**src/rtl/cs_seq_pkg.sv**
```systemverilog
// Shared types for the chip-select sequencer.
// Assumes: a single core clock drives every phase counter.
package cs_seq_pkg;

    typedef enum logic [2:0] {
        ST_IDLE  = 3'd0,
        ST_SETUP = 3'd1,
        ST_DATA  = 3'd2,
        ST_HOLD  = 3'd3,
        ST_GAP   = 3'd4
    } seq_state_e;

    // Larger of two widths, used to size the shared phase counter.
    function automatic int max2(input int a, input int b);
        return (a > b) ? a : b;
    endfunction

endpackage

```
**src/rtl/cs_seq_cfg.sv**
```systemverilog
// Configuration capture for one burst.
// The live fields pass straight through on the accepting cycle, so the
// entry decision can use them. After that the captured copy is used until
// the next acceptance. The effective hold length is formed here.
module cs_seq_cfg #(
    parameter int SETUP_W = 5,
    parameter int HOLD_W  = 5,
    parameter int ECC_W   = 3,
    parameter int GAP_W   = 6,
    parameter int CNT_W   = 6
) (
    input  logic               clk,
    input  logic               rst_n,
    input  logic               capture,
    input  logic               in_setup_en,
    input  logic [SETUP_W-1:0] in_setup_cyc,
    input  logic               in_hold_en,
    input  logic [HOLD_W-1:0]  in_hold_cyc,
    input  logic               in_ecc_mode,
    input  logic [ECC_W-1:0]   in_ecc_hold,
    input  logic [GAP_W-1:0]   in_gap_cyc,
    output logic               eff_setup_en,
    output logic [SETUP_W-1:0] eff_setup_cyc,
    output logic               eff_hold_en,
    output logic [CNT_W-1:0]   eff_hold_len,
    output logic [GAP_W-1:0]   eff_gap_cyc
);
    logic               q_setup_en;
    logic [SETUP_W-1:0] q_setup_cyc;
    logic               q_hold_en;
    logic [HOLD_W-1:0]  q_hold_cyc;
    logic               q_ecc_mode;
    logic [ECC_W-1:0]   q_ecc_hold;
    logic [GAP_W-1:0]   q_gap_cyc;
    logic [HOLD_W-1:0]  sel_hold_cyc;
    logic               sel_ecc_mode;
    logic [ECC_W-1:0]   sel_ecc_hold;

    // Capture the fields on acceptance.
    always_ff @(posedge clk) begin
        if (!rst_n) begin
            q_setup_en  <= 1'b0;
            q_setup_cyc <= '0;
            q_hold_en   <= 1'b0;
            q_hold_cyc  <= '0;
            q_ecc_mode  <= 1'b0;
            q_ecc_hold  <= '0;
            q_gap_cyc   <= '0;
        end else if (capture) begin
            q_setup_en  <= in_setup_en;
            q_setup_cyc <= in_setup_cyc;
            q_hold_en   <= in_hold_en;
            q_hold_cyc  <= in_hold_cyc;
            q_ecc_mode  <= in_ecc_mode;
            q_ecc_hold  <= in_ecc_hold;
            q_gap_cyc   <= in_gap_cyc;
        end
    end

    // Live fields on the accepting cycle, captured copy otherwise.
    always_comb begin
        eff_setup_en  = capture ? in_setup_en  : q_setup_en;
        eff_setup_cyc = capture ? in_setup_cyc : q_setup_cyc;
        eff_hold_en   = capture ? in_hold_en   : q_hold_en;
        sel_hold_cyc  = capture ? in_hold_cyc  : q_hold_cyc;
        sel_ecc_mode  = capture ? in_ecc_mode  : q_ecc_mode;
        sel_ecc_hold  = capture ? in_ecc_hold  : q_ecc_hold;
        eff_gap_cyc   = capture ? in_gap_cyc   : q_gap_cyc;
    end

    // Hold length: base count, plus the extra count in ECC mode.
    always_comb begin
        eff_hold_len = CNT_W'(sel_hold_cyc)
                     + (sel_ecc_mode ? CNT_W'(sel_ecc_hold) : CNT_W'(0));
    end

    // A burst in progress must see its captured fields.
    a_r9_cfg_frozen: assert property (@(posedge clk) disable iff (!rst_n)
        !capture |=> (q_gap_cyc == $past(q_gap_cyc) && q_hold_en == $past(q_hold_en)));

endmodule

```
**src/rtl/cs_seq_timer.sv**
```systemverilog
// Shared phase down-counter.
// A load presets the value "phase length minus one". The counter then
// counts down to zero and stops there. `expired` marks the last cycle of
// the phase.
module cs_seq_timer #(
    parameter int CNT_W = 6
) (
    input  logic             clk,
    input  logic             rst_n,
    input  logic             load,
    input  logic [CNT_W-1:0] load_val,
    output logic             expired
);
    logic [CNT_W-1:0] cnt;

    // Preset on load, otherwise count down to zero.
    always_ff @(posedge clk) begin
        if (!rst_n)
            cnt <= '0;
        else if (load)
            cnt <= load_val;
        else if (cnt != '0)
            cnt <= cnt - CNT_W'(1);
    end

    // Flag the final cycle of a phase.
    always_comb expired = (cnt == '0);

    // A preset of zero gives a one-cycle phase, and a non-zero preset does not.
    a_r2_reload_expire: assert property (@(posedge clk) disable iff (!rst_n)
        load |=> (expired == ($past(load_val) == '0)));

endmodule

```
**src/rtl/cs_seq_fsm.sv**
```systemverilog
// Phase controller: idle, setup, data, hold, gap.
// Assumes the timer is loaded on every entry to a timed phase. A request
// is taken in idle or in the final gap cycle. The clear input overrides
// every transition.
module cs_seq_fsm
    import cs_seq_pkg::*;
#(
    parameter int SETUP_W = 5,
    parameter int GAP_W   = 6,
    parameter int CNT_W   = 6
) (
    input  logic               clk,
    input  logic               rst_n,
    input  logic               clear,
    input  logic               req_valid,
    input  logic               xfer_done,
    input  logic               expired,
    input  logic               setup_en,
    input  logic [SETUP_W-1:0] setup_cyc,
    input  logic               hold_en,
    input  logic [CNT_W-1:0]   hold_len,
    input  logic [GAP_W-1:0]   gap_cyc,
    output seq_state_e         state,
    output logic               req_ready,
    output logic               accept,
    output logic               load,
    output logic [CNT_W-1:0]   load_val,
    output logic               data_start
);
    seq_state_e nxt;

    // Request handshake.
    always_comb begin
        req_ready = !clear && (state == ST_IDLE || (state == ST_GAP && expired));
        accept    = req_ready && req_valid;
    end

    // Next phase and timer preset.
    always_comb begin
        nxt      = state;
        load     = 1'b0;
        load_val = '0;
        if (accept) begin
            if (setup_en) begin
                nxt      = ST_SETUP;
                load     = 1'b1;
                load_val = CNT_W'(setup_cyc);
            end else begin
                nxt = ST_DATA;
            end
        end else begin
            case (state)
                ST_SETUP: if (expired) nxt = ST_DATA;
                ST_DATA: begin
                    if (xfer_done) begin
                        load = 1'b1;
                        if (hold_en && hold_len != '0) begin
                            nxt      = ST_HOLD;
                            load_val = hold_len - CNT_W'(1);
                        end else begin
                            nxt      = ST_GAP;
                            load_val = CNT_W'(gap_cyc);
                        end
                    end
                end
                ST_HOLD: begin
                    if (expired) begin
                        nxt      = ST_GAP;
                        load     = 1'b1;
                        load_val = CNT_W'(gap_cyc);
                    end
                end
                ST_GAP:  if (expired) nxt = ST_IDLE;
                default: nxt = ST_IDLE;
            endcase
        end
        if (clear) begin
            nxt  = ST_IDLE;
            load = 1'b0;
        end
    end

    // Phase register and data-start strobe.
    always_ff @(posedge clk) begin
        if (!rst_n) begin
            state      <= ST_IDLE;
            data_start <= 1'b0;
        end else begin
            state      <= nxt;
            data_start <= (nxt == ST_DATA) && (state != ST_DATA);
        end
    end

    a_r4_start_single: assert property (@(posedge clk) disable iff (!rst_n)
        data_start |=> !data_start);

    a_r4_start_in_data: assert property (@(posedge clk) disable iff (!rst_n)
        data_start |-> state == ST_DATA);

    a_r3_skip_setup: assert property (@(posedge clk) disable iff (!rst_n)
        (accept && !setup_en) |=> (state == ST_DATA && data_start));

    a_r7_no_hold: assert property (@(posedge clk) disable iff (!rst_n)
        (state == ST_DATA && xfer_done && !clear && !hold_en) |=> state == ST_GAP);

    a_r8_gap_holds: assert property (@(posedge clk) disable iff (!rst_n)
        (state == ST_GAP && !expired && !clear) |=> state == ST_GAP);

endmodule

```
**src/rtl/cs_sequencer.sv**
```systemverilog
// Chip-select timing sequencer, top level.
// It links the config capture, the phase controller and the shared timer.
// Chip-select is low in the setup, data and hold phases. All timing is
// counted in core cycles.
module cs_sequencer
    import cs_seq_pkg::*;
#(
    parameter int SETUP_W = 5,
    parameter int HOLD_W  = 5,
    parameter int ECC_W   = 3,
    parameter int GAP_W   = 6
) (
    input  logic               clk,
    input  logic               rst_n,
    input  logic               fsm_clear,
    input  logic               req_valid,
    output logic               req_ready,
    input  logic               xfer_done,
    input  logic               setup_en,
    input  logic [SETUP_W-1:0] setup_cyc,
    input  logic               hold_en,
    input  logic [HOLD_W-1:0]  hold_cyc,
    input  logic               ecc_mode,
    input  logic [ECC_W-1:0]   ecc_hold_cyc,
    input  logic [GAP_W-1:0]   gap_cyc,
    output logic               cs_n,
    output logic               data_start,
    output logic               idle
);
    localparam int SUM_W = max2(HOLD_W, ECC_W) + 1;
    localparam int CNT_W = max2(max2(SETUP_W, GAP_W), SUM_W);

    seq_state_e         state;
    logic               accept;
    logic               load;
    logic [CNT_W-1:0]   load_val;
    logic               expired;
    logic               e_setup_en;
    logic [SETUP_W-1:0] e_setup_cyc;
    logic               e_hold_en;
    logic [CNT_W-1:0]   e_hold_len;
    logic [GAP_W-1:0]   e_gap_cyc;

    cs_seq_cfg #(
        .SETUP_W(SETUP_W), .HOLD_W(HOLD_W), .ECC_W(ECC_W),
        .GAP_W(GAP_W), .CNT_W(CNT_W)
    ) u_cfg (
        .clk          (clk),
        .rst_n        (rst_n),
        .capture      (accept),
        .in_setup_en  (setup_en),
        .in_setup_cyc (setup_cyc),
        .in_hold_en   (hold_en),
        .in_hold_cyc  (hold_cyc),
        .in_ecc_mode  (ecc_mode),
        .in_ecc_hold  (ecc_hold_cyc),
        .in_gap_cyc   (gap_cyc),
        .eff_setup_en (e_setup_en),
        .eff_setup_cyc(e_setup_cyc),
        .eff_hold_en  (e_hold_en),
        .eff_hold_len (e_hold_len),
        .eff_gap_cyc  (e_gap_cyc)
    );

    cs_seq_fsm #(
        .SETUP_W(SETUP_W), .GAP_W(GAP_W), .CNT_W(CNT_W)
    ) u_fsm (
        .clk       (clk),
        .rst_n     (rst_n),
        .clear     (fsm_clear),
        .req_valid (req_valid),
        .xfer_done (xfer_done),
        .expired   (expired),
        .setup_en  (e_setup_en),
        .setup_cyc (e_setup_cyc),
        .hold_en   (e_hold_en),
        .hold_len  (e_hold_len),
        .gap_cyc   (e_gap_cyc),
        .state     (state),
        .req_ready (req_ready),
        .accept    (accept),
        .load      (load),
        .load_val  (load_val),
        .data_start(data_start)
    );

    cs_seq_timer #(.CNT_W(CNT_W)) u_timer (
        .clk     (clk),
        .rst_n   (rst_n),
        .load    (load),
        .load_val(load_val),
        .expired (expired)
    );

    // Chip-select and idle flag decoded from the phase register.
    always_comb begin
        cs_n = !(state == ST_SETUP || state == ST_DATA || state == ST_HOLD);
        idle = (state == ST_IDLE);
    end

    a_r1_reset_state: assert property (@(posedge clk)
        !rst_n |=> (cs_n && idle && !data_start));

    a_r10_clear_idle: assert property (@(posedge clk) disable iff (!rst_n)
        fsm_clear |=> (idle && cs_n));

    a_r10_clear_blocks: assert property (@(posedge clk) disable iff (!rst_n)
        fsm_clear |-> !req_ready);

    a_r11_idle_ready: assert property (@(posedge clk) disable iff (!rst_n)
        (idle && !fsm_clear) |-> req_ready);

endmodule

```
**config.mk**
```make
export PLATFORM = sky130hd
export DESIGN_NAME = cs_sequencer
export DESIGN_NICKNAME = d
export VERILOG_FILES = /design/src/rtl/cs_seq_pkg.sv /design/src/rtl/cs_seq_cfg.sv /design/src/rtl/cs_seq_timer.sv /design/src/rtl/cs_seq_fsm.sv /design/src/rtl/cs_sequencer.sv
export SDC_FILE = /design/constraint.sdc
export NUM_CORES = 1
export LEC_CHECK = 0
export ABC_AREA = 1
export BUFFER_PORTS_ARGS = -buffer_cell sky130_fd_sc_hd__buf_4
export CORE_MARGIN = 10
export CORE_UTILIZATION = 50
export DETAILED_ROUTE_END_ITERATION = 8
export PLACE_DENSITY = 0.83
export REMOVE_ABC_BUFFERS = 1
export SLEW_MARGIN = 25
export SYNTH_ARGS = -nofsm -noshare
export SYNTH_HDL_FRONTEND = slang
export SYNTH_SLANG_ARGS = --single-unit
```
**constraint.sdc**
```tcl
create_clock -name clk -period 7.7 [get_ports clk]
set_input_delay 1.54 -clock clk [delete_from_list [all_inputs] [get_ports clk]]
set_output_delay 1.54 -clock clk [all_outputs]
set_load 0.005 [all_outputs]
```
## After elaboration in Yosys (flattened, before gate mapping)

Index checks and enable logic that the tools add are counted.

- Equal/unequal tests: 6
- Reductions and logical operators: 15
- Multiplexer cells: 29
- Add/subtract/negate cells: 3

Operators with widths:

| cell | count |
|---|---|
| 6-bit 2-to-1 mux | 6 |
| 3-bit 2-to-1 mux | 9 |
| 3-bit one-hot mux with 4 select lines | 1 |
| 6-bit one-hot mux with 2 select lines | 1 |
| 6-bit nonzero test | 2 |
| 6-bit by 1-bit subtractor with 6-bit output (second input constant) | 2 |
| 5-bit 2-to-1 mux | 2 |
| 3-bit by 2-bit equality test with 1-bit output (second input constant) | 3 |
| 1-bit 2-to-1 mux | 8 |
| 5-bit by 6-bit adder with 6-bit output | 1 |
| 6-bit logical NOT | 1 |
| 1-bit logical AND | 5 |
| 3-bit by 1-bit equality test with 1-bit output (second input constant) | 1 |
| 3-bit equality test (second input constant) | 1 |
| 3-bit logical NOT | 1 |
| 1-bit logical OR | 3 |
| 3-bit by 2-bit != test with 1-bit output (second input constant) | 1 |
| 1-bit logical NOT | 2 |
| 2-bit 2-to-1 mux | 1 |
| 1-bit one-hot mux with 2 select lines | 1 |
| 2-bit nonzero test | 1 |

- Output and inout bits: 4
- Input port bits: 27
- Register bits: 27
- Word-level logic and storage cells: 62

## Longest topological paths before layout

- Depth after elaboration: 17
- Gate-level depth with buffers: 27
- Mapped depth without buffers: 26

## By module

From an unflattened synthesis, not the netlist that was laid out.

- Cells, all modules: 310
- Area total of the unflattened synthesis: 2122.0 um^2

By module, submodules not included:

| module | times used | area an instance (um^2) | seq. area each (um^2) | cells each |
|---|---|---|---|---|
| cs_seq_cfg | 1 | 1107.3 | 440.4 | 147 |
| cs_seq_fsm | 1 | 584.3 | 80.1 | 96 |
| cs_seq_timer | 1 | 402.9 | 120.1 | 61 |
| cs_sequencer | 1 | 27.5 | 0.0 | 6 |

## Least setup slack after synthesis

No wires, ideal clock.

- Kind: input -> register
- Start: in fsm_clear
- End: reg u_timer.cnt[5]
- Setup time: 0.070 ns
- Data arrival time: 4.142 ns
- Setup slack: 3.488 ns
- Stages: 17
- Path buffers: 2
- Required time: 7.630 ns
- Cell sequence: nor2_2 nand3_4 inv_1 clkbuf_1 buf_2 a21oi_1 ha_1 fa_1 xnor2_1 nand3_1 a21oi_1 nand3b_1 nand2_1 nand3_1 nand2_1 nand2_1 a21oi_1

- Elaborated cells between the ends (all ways): 22
- Those cells by class: 2 x add/sub; 14 x mux; 6 x reduce/logical

RTL lines:

| what | RTL line | RTL |
|---|---|---|
| from (decl) | cs_sequencer.sv:15 | `input logic fsm_clear,` |
| 1-bit logical NOT (*) | cs_seq_fsm.sv:34 | `req_ready = !clear && (state == ST_IDLE \|\| (state == ST_GAP && expired));` |
| 1-bit logical AND (*) | cs_seq_fsm.sv:34 |  |
| 1-bit logical AND (*) | cs_seq_fsm.sv:35 | `accept = req_ready && req_valid;` |
| 5-bit 2-to-1 mux (*) | cs_seq_cfg.sv:65 | `sel_hold_cyc = capture ? in_hold_cyc : q_hold_cyc;` |
| net u_cfg.sel_hold_cyc[0] | cs_seq_cfg.sv:35 | `logic [HOLD_W-1:0] sel_hold_cyc;` |
| 5-bit by 6-bit adder with 6-bit output (*) | cs_seq_cfg.sv:74 | `+ (sel_ecc_mode ? CNT_W'(sel_ecc_hold) : CNT_W'(0));` |
| branches (longest 2 deep; another with 6-bit by 1-bit subtractor with 6-bit output) | - |  |
| 6-bit 2-to-1 mux (*) | cs_seq_fsm.sv:57 | `if (hold_en && hold_len != '0) begin` |
| 6-bit 2-to-1 mux (*) | cs_seq_fsm.sv:55 | `if (xfer_done) begin` |
| 6-bit one-hot mux with 2 select lines (*) | cs_seq_fsm.sv:52 | `case (state)` |
| 6-bit 2-to-1 mux (*) | cs_seq_fsm.sv:43 | `if (accept) begin` |
| 6-bit 2-to-1 mux (*) | cs_seq_timer.sv:20 | `else if (load)` |
| to (signal assigned) | cs_seq_timer.sv:21 | `cnt <= load_val;` |
| to (signal assigned) | cs_seq_timer.sv:23 | `cnt <= cnt - CNT_W'(1);` |
| to (decl) | cs_seq_timer.sv:14 | `logic [CNT_W-1:0] cnt;` |

Mark *: on every way through the listed nets, which the timed path passes.
A chain may end at the register's enable or synchronous reset.

## Final worst setup path

- Start: in fsm_clear
- End: reg u_timer.cnt[1]

The elaborated chain is that of the path after synthesis.

==> results.toml <==
[synthesis]
ys.warnings.count = 0
synth.lib_cells_used.distinct = 34
synthMuxAreaShare_pct = 2.334
dominant_combinational_cell_family_by_area_after_synthesis = "simple AND/OR/NAND/NOR gates"
avgSynthCellArea_um2 = 6.973
synth_top_cell_by_area = "sky130_fd_sc_hd__dfxtp_1"
synthesis.area_um2 = 1715
basic_gate_share_of_the_synthesized_area_counting_and_or_nand_and_nor_cells_pct = 35.30
share_of_the_yosys_chip_area_belonging_to_registers_pct = 30.34
synth-xor-area-share_pct = 4.085
synthTopCellsByArea = "sky130_fd_sc_hd__dfxtp_1, sky130_fd_sc_hd__nand2_1, sky130_fd_sc_hd__inv_1"
ys_seq_elements = 26
compound_gate_portion_of_the_synthesized_area_pct = 12.18
synthAdderAreaFrac_pct = 6.273
yosysTopAreaCellShare_pct = 30.34
gate_count_post_synth = 246

[grt]
largest_net_degree_at_the_start_of_global_routing = 23
grt_remaining_overflow = 0
via_count_of_the_first_global_routing_pass = 1545
antenna_found_initial = 0
wire_length_of_the_first_global_routing_pass_um = 6430
overall_fraction_of_global_route_tracks_in_use_pct = 12.14

[final_layout]
share_of_final_layout_standard_cells_stronger_than_drive_strength_1_pct = 23.91
filler_cell_count = 316
layout_common_cells = "sky130_fd_sc_hd__nand2_1, sky130_fd_sc_hd__inv_1, sky130_fd_sc_hd__buf_4, sky130_fd_sc_hd__dfxtp_1, sky130_fd_sc_hd__nor2_1"
final_net_count = 312
n_antenna_cell = 0
mostFrequentLayoutCell = "sky130_fd_sc_hd__nand2_1"
area.growth.synth_to_final_pct = 18.60

[clock_network]
ctsLongestPathBuffers = 2
tritoncts_num_sinks = 26
clock-root-buffer = "sky130_fd_sc_hd__clkbuf_4"
cts-buffers-inserted = 3
cts_tree = "built"
post_cts.repair.setup_buffers = 0
worstSkewPairLatency_ps = 330
cts_htree_levels = 1
cts_hold_repair.buffers = 0
postCtsResizedCells = 0
cts.reportedPaths.clkPinSlew_ps = 150

[placed_design]
numPortBuffers = 30
gp_congestion = 0.8670
place.detailed.hpwl_um = 3002
place_worst_setup_slack_ps = 2920

[power]
power.ir.vdd_worst_mv = 0.09913
cellLeakagePower_nw = 1.043
power-per-cell-area_nw_per_um2 = 231.4

[outcome]
outcome = "complete, no violations"

[drt]
drt.antenna.violating_nets = 0
vias_per_cell = 4.975
first_iter_violations = 69
first_pass_iters = 4
wl_per_cell_um = 11.60
drt_drc_violations_left = 0
drt-total-wl_um = 3736
detailroute.via_count = 1602

[die]
die_x_um = 78.57
io_pins = 31
coreArea_um2 = 3337
initial_cell_density_of_the_core_pct = 51.41
area_enclosed_by_the_die_boundary_um2 = 6173
die_y_um = 78.57
floorplan.rows = 21

[sta]
grt_setup_unrepaired = "no"
timing_max_transition_violations_final = 0
final.setup.worst_slack_ps = 3277
final.min_clock_period_ps = 4423
layout_worst_path_cycle_share_pct = 57.44
timing.clock.skew_ps = 2.775
fmax_mhz = 226.1
final-setup-viol-count = 0
tightestPinTransition_ps = 591.3
worst_slew_margin_rel_pct = 60.53
fin_tns_setup_ps = 0
final_hold_viol_count = 0

[worst_setup_path]
worstSetupStartpointType = "input port"
reg2reg_setup_slack_ps = 3840
crit_path_max_fanout = 22
timing.critical_path.from = "fsm_clear"
cp_data_required_time_ps = 7990
worst-setup-path-type = "in -> reg"
worst_r2r_startpoint = "u_timer.cnt[0]$_SDFFE_PN0P_"
critPathCapture = "u_timer.cnt[1]$_SDFFE_PN0P_"
worst_ep_arrival_time_ps = 4710
timing.reg2reg.worst_path_depth = 20
rr_endpoint = "u_timer.cnt[5]$_SDFFE_PN0P_"
end_kind = "flip-flop"

[hold_path]
min-delay-path-class = "reg -> reg"

[flow_run]
max_cap_violations = 0
==> worst max-delay path, stage by stage <==
cell                       delay, ps
sky130_fd_sc_hd__buf_4           120
sky130_fd_sc_hd__nor2_2          210
sky130_fd_sc_hd__nand3_4         250
sky130_fd_sc_hd__inv_1           530
sky130_fd_sc_hd__or2_2           210
sky130_fd_sc_hd__inv_1            40
sky130_fd_sc_hd__a21oi_1         280
sky130_fd_sc_hd__ha_1            290
sky130_fd_sc_hd__a31oi_1         260
sky130_fd_sc_hd__inv_1            90
sky130_fd_sc_hd__nand3_2         100
sky130_fd_sc_hd__nand2_2          70
sky130_fd_sc_hd__nand2_2          70
sky130_fd_sc_hd__nor2_2           30
sky130_fd_sc_hd__nand2_1          60
sky130_fd_sc_hd__nand2_2          60
sky130_fd_sc_hd__inv_2           110
sky130_fd_sc_hd__nand3b_1        100
sky130_fd_sc_hd__nand2_1          80
sky130_fd_sc_hd__nand2_1          80
sky130_fd_sc_hd__a21oi_2         110
==> registers in the layout (all words and copies together) (netlist names) <==
signal,cells
u_cfg.q_gap_cyc,6
u_timer.cnt,6
u_cfg.q_hold_cyc,5
u_cfg.q_ecc_hold,3
u_fsm.state,3
u_cfg.q_ecc_mode,1
u_cfg.q_hold_en,1
u_fsm.data_start,1
==> cell usage after synthesis, drive strengths merged <==
master	n
nor4	1
a211oi	4
a31oi	2
nand4	4
o21ai	4
xnor2	4
inv	38
a21oi	19
ha	7
nand2	64
buf	2
a32o	1
xor2	4
o211ai	1
nor3	1
mux2i	4
nand3b	2
dfxtp	26
fa	1
a31o	3
nor2	26
clkbuf	2
clkinv	1
nand3	20
or2	5
==> where the power goes <==
part,internal (mW),switching [mW],leakage [nW]
logic,0.0927,0.110,0.802
clock network,0.0527,0.0447,0.0279
registers,0.155,0.0155,0.213
==> per-layer routing <==
metal	global-route usage (%)	wire (um)
met1	15.06	1808
met2	20.39	1727
met3	2.961	181
met4	3.226	19
met5	0	0
==> worst min-delay path by stage <==
stage	slack, ps	start	cells after the start	end
floorplan	450	u_cfg.q_gap_cyc[0]$_SDFFE_PN0N_	2	u_cfg.q_gap_cyc[0]$_SDFFE_PN0N_
global placement	450	u_cfg.q_gap_cyc[1]$_SDFFE_PN0N_	2	u_cfg.q_gap_cyc[1]$_SDFFE_PN0N_
detailed placement	460	u_cfg.q_gap_cyc[1]$_SDFFE_PN0N_	2	u_cfg.q_gap_cyc[1]$_SDFFE_PN0N_
CTS	480	u_cfg.q_gap_cyc[1]$_SDFFE_PN0N_	2	u_cfg.q_gap_cyc[1]$_SDFFE_PN0N_
global route	510	u_cfg.q_gap_cyc[0]$_SDFFE_PN0N_	2	u_cfg.q_gap_cyc[0]$_SDFFE_PN0N_
finish	480	u_cfg.q_gap_cyc[1]$_SDFFE_PN0N_	2	u_cfg.q_gap_cyc[1]$_SDFFE_PN0N_
==> metrics by stage <==
stage | power (mW) | std cells | area [um^2] | util (%) | hold slack, ps
after CTS | 0.4724 | 322 | 2034 | 60.97 | 479.5
final | 0.4708 | 322 | 2034 | 60.97 | 480.3
after global routing | 0.5041 | 322 | 2034 | 60.97 | 510.6
after detailed placement | 0.3762 | 318 | 1982 | 59.39 | 458.6
after global placement | 0.3723 | 318 | 1982 | 59.39 | 453.6
after floorplan | 0.3318 | 242 | 1699 | - | 445.4
==> cells by family after synthesis <==
kind of cell | after synthesis
and+or+nand+nor | 123
buffers and inverters | 43
AOI/OAI and AO/OA | 34
DFF | 26
xor gates and xnor gates | 8
adders and majority gates | 8
muxes | 4
==> cell type report <==
| cell class | count | area (um^2) | area share, % |
|---|---|---|---|
| Timing Repair Buffer | 30 | 225.2 | 11.07 |
| Clock buffer | 3 | 22.52 | 1.107 |
| Multi-Input combinational cell | 177 | 1032 | 50.74 |
| Sequential cell | 26 | 520.5 | 25.58 |
| Tap cell | 46 | 57.56 | 2.829 |
| Clock inverter | 1 | 30.03 | 1.476 |
| Inverter | 39 | 146.4 | 7.196 |
No activity file was read; power rests on OpenSTA's default activity.
